<file path="src/rtl/dma_chan_pkg.sv">
package dma_chan_pkg;
  localparam logic [4:0] OFS_SRC = 5'h00;
  localparam logic [4:0] OFS_DST = 5'h04;
  localparam logic [4:0] OFS_CNT = 5'h08;
  localparam logic [4:0] OFS_REQ = 5'h0C;
  localparam logic [4:0] OFS_CSR = 5'h10;

  localparam int B_EN    = 0;
  localparam int B_IEN   = 1;
  localparam int B_HLT   = 2;
  localparam int B_DONE  = 3;
  localparam int B_ERR   = 4;
  localparam int B_SZ_LO = 8;
  localparam int B_DINC  = 22;
  localparam int B_SINC  = 23;

  typedef enum logic [1:0] {ST_IDLE, ST_READ, ST_WRITE} fsm_t;
endpackage

</file>
<file path="src/rtl/dma_unit_decode.sv">
module dma_unit_decode #(
  parameter int BYTES_W = 6
) (
  input  logic [2:0]         code,
  output logic [BYTES_W-1:0] bytes,
  output logic               legal
);
  always_comb begin
    legal = 1'b1;
    case (code)
      3'd0:    bytes = BYTES_W'(4);
      3'd1:    bytes = BYTES_W'(1);
      3'd2:    bytes = BYTES_W'(2);
      3'd3:    bytes = BYTES_W'(16);
      3'd4:    bytes = BYTES_W'(32);
      default: begin
        bytes = BYTES_W'(1);
        legal = 1'b0;
      end
    endcase
  end
endmodule

</file>
<file path="src/rtl/dma_addr_step.sv">
module dma_addr_step #(
  parameter int ADDR_W  = 32,
  parameter int BYTES_W = 6
) (
  input  logic [ADDR_W-1:0]  addr,
  input  logic [BYTES_W-1:0] bytes,
  input  logic               inc,
  output logic [ADDR_W-1:0]  next,
  output logic               misaligned
);
  assign misaligned = |(addr[BYTES_W-1:0] & (bytes - BYTES_W'(1)));
  assign next       = inc ? addr + ADDR_W'(bytes) : addr;
endmodule

</file>
<file path="src/rtl/dma_chan_fsm.sv">
module dma_chan_fsm
  import dma_chan_pkg::*;
#(
  parameter int ADDR_W = 32,
  parameter int DATA_W = 256
) (
  input  logic              clk,
  input  logic              rst,
  input  logic              go,
  input  logic              bad,
  input  logic [ADDR_W-1:0] src,
  input  logic [ADDR_W-1:0] dst,
  input  logic              m_ack,
  input  logic [DATA_W-1:0] m_rdata,
  output logic              m_req,
  output logic              m_we,
  output logic [ADDR_W-1:0] m_addr,
  output logic [DATA_W-1:0] m_wdata,
  output logic              unit_done,
  output logic              fault
);
  fsm_t state;

  assign unit_done = (state == ST_WRITE) && m_ack;
  assign fault     = (state == ST_IDLE) && go && bad;

  always_ff @(posedge clk) begin
    if (rst) begin
      state   <= ST_IDLE;
      m_req   <= 1'b0;
      m_we    <= 1'b0;
      m_addr  <= '0;
      m_wdata <= '0;
    end else begin
      case (state)
        ST_IDLE: if (go && !bad) begin
          state  <= ST_READ;
          m_req  <= 1'b1;
          m_we   <= 1'b0;
          m_addr <= src;
        end
        ST_READ: if (m_ack) begin
          state   <= ST_WRITE;
          m_we    <= 1'b1;
          m_addr  <= dst;
          m_wdata <= m_rdata;
        end
        ST_WRITE: if (m_ack) begin
          state <= ST_IDLE;
          m_req <= 1'b0;
          m_we  <= 1'b0;
        end
        default: state <= ST_IDLE;
      endcase
    end
  end

  // an unacknowledged beat keeps its request, direction and address
  assert_beat_hold_R4: assert property (@(posedge clk) disable iff (rst)
    (m_req && !m_ack) |=> (m_req && $stable(m_we) && $stable(m_addr)));

  // an idle engine without permission starts nothing
  assert_no_start_R10: assert property (@(posedge clk) disable iff (rst)
    (state == ST_IDLE && !go) |=> !m_req);
endmodule

</file>
<file path="src/rtl/dma_chan_ctrl.sv">
module dma_chan_ctrl
  import dma_chan_pkg::*;
#(
  parameter int ADDR_W   = 32,
  parameter int MAX_UNIT = 32,
  parameter int CNT_W    = 24,
  parameter int REQ_W    = 5,
  localparam int DATA_W  = 8 * MAX_UNIT,
  localparam int BYTES_W = $clog2(MAX_UNIT) + 1
) (
  input  logic               clk,
  input  logic               rst,
  input  logic               glob_en,
  input  logic               reg_we,
  input  logic [4:0]         reg_addr,
  input  logic [31:0]        reg_wdata,
  output logic [31:0]        reg_rdata,
  output logic               m_req,
  output logic               m_we,
  output logic [ADDR_W-1:0]  m_addr,
  output logic [BYTES_W-1:0] m_bytes,
  output logic [DATA_W-1:0]  m_wdata,
  input  logic [DATA_W-1:0]  m_rdata,
  input  logic               m_ack,
  output logic               irq
);
  logic [ADDR_W-1:0] addr_q [2];
  logic [ADDR_W-1:0] addr_nx [2];
  logic [1:0]        mis;
  logic [1:0]        inc_v;
  logic [CNT_W-1:0]  cnt_q;
  logic [REQ_W-1:0]  reqt_q;
  logic [2:0]        sz_q;
  logic              en_q, ien_q, sinc_q, dinc_q, done_q, err_q;
  logic              done_n, err_n, ien_n;
  logic              legal, go, bad, unit_done, fault, last_unit, csr_wr;
  logic [31:0]       csr_rd;

  dma_unit_decode #(.BYTES_W(BYTES_W)) u_dec (
    .code(sz_q), .bytes(m_bytes), .legal(legal));

  assign inc_v = {dinc_q, sinc_q};

  for (genvar g = 0; g < 2; g++) begin : g_step
    dma_addr_step #(.ADDR_W(ADDR_W), .BYTES_W(BYTES_W)) u_step (
      .addr(addr_q[g]), .bytes(m_bytes), .inc(inc_v[g]),
      .next(addr_nx[g]), .misaligned(mis[g]));
  end

  assign go        = glob_en && en_q && !done_q && !err_q && (cnt_q != '0);
  assign bad       = !legal || (|mis);
  assign last_unit = unit_done && (cnt_q == CNT_W'(1));
  assign csr_wr    = reg_we && (reg_addr == OFS_CSR);

  dma_chan_fsm #(.ADDR_W(ADDR_W), .DATA_W(DATA_W)) u_fsm (
    .clk(clk), .rst(rst), .go(go), .bad(bad),
    .src(addr_q[0]), .dst(addr_q[1]),
    .m_ack(m_ack), .m_rdata(m_rdata),
    .m_req(m_req), .m_we(m_we), .m_addr(m_addr), .m_wdata(m_wdata),
    .unit_done(unit_done), .fault(fault));

  // Sticky flags: software can only clear, hardware set wins a collision
  always_comb begin
    done_n = done_q;
    err_n  = err_q;
    ien_n  = ien_q;
    if (csr_wr) begin
      done_n = done_q & reg_wdata[B_DONE];
      err_n  = err_q & reg_wdata[B_ERR];
      ien_n  = reg_wdata[B_IEN];
    end
    if (last_unit) done_n = 1'b1;
    if (fault)     err_n  = 1'b1;
  end

  always_ff @(posedge clk) begin
    if (rst) begin
      addr_q[0] <= '0;
      addr_q[1] <= '0;
      cnt_q     <= '0;
      reqt_q    <= '0;
      sz_q      <= '0;
      en_q      <= 1'b0;
      ien_q     <= 1'b0;
      sinc_q    <= 1'b0;
      dinc_q    <= 1'b0;
      done_q    <= 1'b0;
      err_q     <= 1'b0;
      irq       <= 1'b0;
    end else begin
      done_q <= done_n;
      err_q  <= err_n;
      ien_q  <= ien_n;
      irq    <= done_n && ien_n;
      if (unit_done) begin
        addr_q[0] <= addr_nx[0];
        addr_q[1] <= addr_nx[1];
        cnt_q     <= cnt_q - CNT_W'(1);
      end
      if (reg_we) begin
        case (reg_addr)
          OFS_SRC: addr_q[0] <= reg_wdata[ADDR_W-1:0];
          OFS_DST: addr_q[1] <= reg_wdata[ADDR_W-1:0];
          OFS_CNT: cnt_q     <= reg_wdata[CNT_W-1:0];
          OFS_REQ: reqt_q    <= reg_wdata[REQ_W-1:0];
          OFS_CSR: begin
            en_q   <= reg_wdata[B_EN];
            sinc_q <= reg_wdata[B_SINC];
            dinc_q <= reg_wdata[B_DINC];
            sz_q   <= reg_wdata[B_SZ_LO+2:B_SZ_LO];
          end
          default: ;
        endcase
      end
    end
  end

  always_comb begin
    csr_rd                    = '0;
    csr_rd[B_EN]              = en_q;
    csr_rd[B_IEN]             = ien_q;
    csr_rd[B_HLT]             = 1'b0;
    csr_rd[B_DONE]            = done_q;
    csr_rd[B_ERR]             = err_q;
    csr_rd[B_SZ_LO+2:B_SZ_LO] = sz_q;
    csr_rd[B_DINC]            = dinc_q;
    csr_rd[B_SINC]            = sinc_q;
  end

  always_ff @(posedge clk) begin
    if (rst) reg_rdata <= '0;
    else begin
      case (reg_addr)
        OFS_SRC: reg_rdata <= 32'(addr_q[0]);
        OFS_DST: reg_rdata <= 32'(addr_q[1]);
        OFS_CNT: reg_rdata <= 32'(cnt_q);
        OFS_REQ: reg_rdata <= 32'(reqt_q);
        OFS_CSR: reg_rdata <= csr_rd;
        default: reg_rdata <= '0;
      endcase
    end
  end

  // each finished unit takes exactly one off the count
  assert_count_step_R6: assert property (@(posedge clk) disable iff (rst)
    (unit_done && !(reg_we && reg_addr == OFS_CNT)) |=> (cnt_q == $past(cnt_q) - CNT_W'(1)));

  // with the error flag up, the master port stays quiet
  assert_err_quiet_R9: assert property (@(posedge clk) disable iff (rst)
    err_q |-> !m_req);

  // every issued beat is aligned to the unit size
  assert_beat_aligned_R9: assert property (@(posedge clk) disable iff (rst)
    m_req |-> ((m_addr[BYTES_W-1:0] & (m_bytes - BYTES_W'(1))) == '0));

  // a zero written to the completion flag removes the interrupt
  assert_irq_clear_R8: assert property (@(posedge clk) disable iff (rst)
    (csr_wr && !reg_wdata[B_DONE] && !last_unit) |=> !irq);

  // the interrupt line never stands without its flag
  assert_irq_flag_R7: assert property (@(posedge clk) disable iff (rst)
    irq |-> done_q);
endmodule

</file>
<file path="config.mk">
export PLATFORM = sky130hd
export DESIGN_NAME = dma_chan_ctrl
export DESIGN_NICKNAME = d
export VERILOG_FILES = /design/src/rtl/dma_chan_pkg.sv /design/src/rtl/dma_unit_decode.sv /design/src/rtl/dma_addr_step.sv /design/src/rtl/dma_chan_fsm.sv /design/src/rtl/dma_chan_ctrl.sv
export SDC_FILE = /design/constraint.sdc
export NUM_CORES = 1
export LEC_CHECK = 0
export BUFFER_PORTS_ARGS = -buffer_cell sky130_fd_sc_hd__buf_2
export CORE_AREA = 2 2 242 244
export DETAILED_ROUTE_END_ITERATION = 8
export DIE_AREA = 0 0 244 246
export GPL_TIMING_DRIVEN = 0
export PLACE_DENSITY = 0.63
export SLEW_MARGIN = 20
export SYNTH_ARGS = -nofsm -noshare
export SYNTH_HDL_FRONTEND = slang
export SYNTH_SLANG_ARGS = --single-unit
export TNS_END_PERCENT = 50
</file>
<file path="constraint.sdc">
create_clock -name clk -period 6.45 [get_ports clk]
set_input_delay 0.3225 -clock clk [delete_from_list [all_inputs] [get_ports clk]]
set_output_delay 0.3225 -clock clk [all_outputs]
set_load 0.01 [all_outputs]
</file>
; After elaboration in Yosys (flattened, before gate mapping)
; Memories as Yosys holds them, arrays and structs flattened.
; Index checks and enable logic that the tools add are counted.
[word_totals]
inputBits = 298
ram_bits = 64
n_memories = 1
wordCells = 119
register_bits = 363
[classes]
n_mux = 43
n_reduce_logical = 33
eq_ne = 14
bitwise_logic = 8
add_sub_neg = 4
[mem_list]
columns = memory, depth, word_bits, rd, rd_ports_with_merged_regs, wr, line_no
row1 = addr_q, 2, 32, 2, 0, 2, dma_chan_ctrl.sv:27  ; logic [ADDR_W-1:0] addr_q [2];
[ops]
columns = operator, count
row1 = $mux 32, 8
row2 = $pmux 32 s5, 1
row3 = $mux 24, 3
row4 = $add 32x6->32, 2
row5 = $pmux 32 s2, 1
row6 = $eq 24x1->1 const B, 1
row7 = $pmux 6 s4, 1
row8 = $reduce_bool 24->1, 1
row9 = $sub 24x1->24 const B, 1
row10 = $mux 1, 23
row11 = $and 6x6->6, 2
row12 = $reduce_or 12->1, 1
row13 = $logic_and 1x1->1, 11
row14 = $eq 5x4->1 const B, 2
row15 = $reduce_and 3->1, 3
row16 = $eq 3x2->1 const B, 2
row17 = $mux 2, 3
row18 = $ne 2x2->1 const B, 3
row19 = $pmux 2 s3, 1
row20 = $reduce_and 2->1, 3
row21 = $reduce_bool 2->1, 3
row22 = $sub 6x1->6 const B, 1
row23 = $eq 5x3->1 const B, 1
row24 = $eq 5x5->1 const B, 1
row25 = other kinds (16), 23

; Depth between registers and ports, before layout
[depth]
depth_word = 10
mapped_depth = 12
ltp_nobuf = 10

; By module
; From an unflattened synthesis, not the netlist that was laid out.
[hier_totals]
cells_unflattened = 2184
hier_area_um2 = 18875.6
[modules_own_cells]
columns = module, seq_area_each_um2, instances, area_each_um2, cells_per_inst
row1 = dma_chan_fsm, 5845.6, 1, 10745.3, 1275
row2 = dma_chan_ctrl, 3343.2, 1, 6149.6, 651
row3 = dma_addr_step (g_step[1].u_step), 0.0, 1, 964.7, 125
row4 = dma_addr_step (g_step[0].u_step), 0.0, 1, 954.7, 125
row5 = dma_unit_decode, 0.0, 1, 61.3, 8

; Worst setup path before layout
; No wires, ideal clock.
[synth_path]
kind = flip-flop to flip-flop
from = reg sz_q[1]
to = mem addr_q[0][6] (data pin)
n_path_buf = 2
setup_slack_ns = 3.571
setup_time_ns = 0.257
path_stages_with_launch = 12
arrival_ns = 2.623
path_cell_list = dfxtp_1 -> buf_6 -> mux2i_1 -> inv_1 -> ha_1 -> inv_1 -> fa_1 -> nand2b_1 -> a2111oi_1 -> clkbuf_1 -> o21ai_0 -> a32o_1
[synth_lines]
columns = element, line_no
row1 = "start, declared", dma_chan_ctrl.sv:33  ; logic [2:0] sz_q;
row2 = "start signal, assigned", dma_chan_ctrl.sv:110  ; sz_q <= reg_wdata[B_SZ_LO+2:B_SZ_LO];
row3 = "end, declared", dma_chan_ctrl.sv:27

==> metrics <==
status=finished clean; Global Route Usage Sum=0.256; CP arrival=approximately 4.2 ns; fill count=5556; CP max FO=10; area share of the largest cell type after synthesis=0.403; dominant cells by area after synthesis=dfxtp_1 40%, nand2_1 13%, edfxtp_1 11%; Switch Pwr=1.42 mW; Clock transition at path regs=0.06 ns; IO Count=627; Mapped Cells=between 2000 and 2500; Int Pwr=approximately 4.7 mW; Final Critical Period=3.80 ns; Detailed Place HPWL=around 61000 um; reg2reg path depth=11; slew at the pin closest to its max-slew limit=about 1.1 ns; worst endpoint required time=6.80 ns; multi-input combinational cell area=8120 um2; register area=9190 um2; number of synthesized flops with an enable pin=64; Routed Antenna Nets=0; Hold Crit Depth=3; Initial Utilization=0.314; CTS root buf=clkbuf_16; die width=244 um; Synth Net Count=approximately 2400; pins over their slew limit=0; most frequent cell after synthesis=nand2_1; final net count=3353; Slew headroom=0.256; first-pass GRT wire length=about 120000 um; Place WS=2.68 ns; # rows=88; clock sinks=427; final setup TNS=0 ns; number of synthesized register bits=427; Vias/cell=5.24; top_reg_cell synth=dfxtp_1; Std-Cell Core Area=57400 um2; Seq pwr share=0.454; total grt overflow=0; Setup crit end kind=flop; CTS tree=yes; Max-Cap Viols=0; Setup crit start kind=flop; combinational power share=0.070; Max clock buf depth=3; Starting DRT DRC Count=roughly 1700; sequential area share after synthesis=0.510; Synth Warn #=0; maximum vdd ir drop=183 uV; Routed wire per std cell=roughly 21 um; post-CTS setup buffer count=0; PostCTS Resize Cnt=0; Reg2Reg Setup Slack=between 2 and 3 ns; synthesized cell area=between 15000 and 20000 um2; initial antenna violation count=14; number of global-route vias before repair=19187; asr flop ratio synth=0; fmax=0.263 GHz; post-route setup slack=2.65 ns; Vias=20215; HP Start=m_rdata[82]; Final Hold Fails=0; Leakage=10.4 nW; CTS HTree Levels=2; CTS Hold Bufs=239; Worst R2R End=addr_q[0][6]; Port Buf Inserts=625; CTS buffer count=48; CP Class=flop to flop; RSZ-0062 raised after global routing=false; synth unique cells=about 70; fraction of layout cells with a size suffix above 1=0.238; wirelength, routed=slightly above 80000 um; Sw Ratio=0.232; die height=246 um; # DRC=0; RePlAce Congestion=0.928; final setup vio count=0; R2R Path Start=sz_q[1]; Min-Delay Path Class=input port to flop; area leader, netlist=dfxtp_1; Tcrit/Tclk final=0.590; largest net degree at the start of global routing=21; worst skew pair latency=0.59 ns; power density over the cells=about 230 nW/um2; final clock skew=0.0150 ns; Die ar.=60000 um2; Area Overhead vs Synth=45.8%; Mean Syn Cell Area=~8.5 um2; DR pass1 iterations=9; Min-Delay Endpoint=u_fsm.m_wdata[82]; Synth top cells by count=621 x nand2_1, 363 x dfxtp_1, 295 x a21oi_1; Clock power frac=0.475
## cell type report
cell class	instances	area share
diodes	12	0.00114
plain buffers	164	0.0248
clock buffers	76	0.0575
clock inverters	12	0.00619
inverters	16	0.00229
multi-input cells	1518	0.309
flip-flops and latches	427	0.350
well taps	765	0.0365
repair buffers	866	0.212
## critical path: stages, from the launching register on
cell	delay (ns)
dfxtp_1	0.32
buf_6	0.13
mux2i_1	0.40
inv_1	0.15
ha_1	0.26
inv_1	0.08
fa_1	0.20
nand2b_1	0.09
a2111oi_1	0.97
clkbuf_1	0.50
o21ai_0	0.19
a32o_1	0.27
## state kept, by name, indices dropped and copies added (netlist names)
name	flops
u_fsm.m_wdata	256
u_fsm.state	2
en_q	1
u_fsm.m_addr	32
cnt_q	24
u_fsm.m_we	1
irq	1
sz_q	3
reqt_q	5
dinc_q	1
err_q	1
sinc_q	1
done_q	1
ien_q	1
reg_rdata	32
addr_q	64
u_fsm.m_req	1
## per-layer routing
metal	wire length [um]	track usage
met3	9560	0.0792
met2	35900	0.391
met1	32700	0.332
met4	3460	0.108
met5	76	0
## cells in the final DEF, fill, tap and decap left out, types with 6 or more instances in the layout
master         instances
buf_2                630
nor2_1                67
xnor2_1               26
nor3_1                19
xor2_1                32
nand3_1               50
clkbuf_16             51
and2_1                16
inv_1                 15
nor2b_1                8
a21oi_1              295
dlygate4sd3_1        239
edfxtp_1              64
nand4_1               14
o21ai_0               48
or4_1                 20
o211ai_1              22
ha_1                  12
a32oi_1                6
mux2i_1               34
clkbuf_1             153
dfxtp_1              363
buf_1                 10
and3_1                10
nor4_1                13
nand2_1              621
diode_2               12
a22oi_1               12
a222oi_1              24
nand2b_1               6
o2111ai_1              7
clkinv_2               6
clkbuf_8              14
a211oi_1              87
## cell families (layout without fill, tap and decap cells)
kind of cell	count (synthesis)	in the layout	share of synthesized area
AO/OA/AOI/OAI	529	529	0.179
multiplexers	35	35	0.0195
flip-flops	427	427	0.510
buffers and inverters	180	1134	0.0394
other	1	13	0.000208
AND/OR/NAND/NOR	879	879	0.212
adder cells (fa/ha/maj)	16	16	0.0117
XOR/XNOR	58	58	0.0282
## stage by stage
| stage | power [mW] | cell area [um2] | std cells | hold WS [ns] | utilization |
|---|---|---|---|---|---|
| 2_1_floorplan | 2.93 | 18000 | 2125 | 0.436 | - |
| 3_3_place_gp | 3.12 | 22100 | 3515 | 0.439 | 0.385 |
| 3_5_place_dp | 3.13 | 22200 | 3517 | 0.443 | 0.386 |
| 4_1_cts | 6.12 | 26200 | 3844 | 0.000251 | 0.457 |
| 5_1_grt | 6.27 | 26200 | 3851 | 0.00957 | 0.457 |
| 6_report | 6.11 | 26300 | 3856 | 0.0253 | 0.458 |
## power groups by stage
| stage | clock network [mW] | registers, mW | logic (mW) |
|---|---|---|---|
| 2_1_floorplan | 0 | 2.81 | 0.115 |
| 3_3_place_gp | 0 | 2.83 | 0.291 |
| 3_5_place_dp | 0 | 2.83 | 0.296 |
| 4_1_cts | 2.93 | 2.77 | 0.417 |
| 5_1_grt | 3.04 | 2.78 | 0.450 |
| 6_report | 2.91 | 2.78 | 0.430 |
## worst max path at each step
stage	start	endpoint	slack (ns)	depth (start not counted)
floorplan	sz_q[1]	addr_q[0][6]	3.57	11
global placement	rst	addr_q[0][62]	2.55	4
detailed placement	sz_q[1]	addr_q[0][6]	2.68	11
CTS	sz_q[1]	addr_q[0][6]	2.69	11
global route	sz_q[1]	addr_q[0][6]	2.39	11
finish	sz_q[1]	addr_q[0][6]	2.65	11
Power figures use the tool's default switching activity.
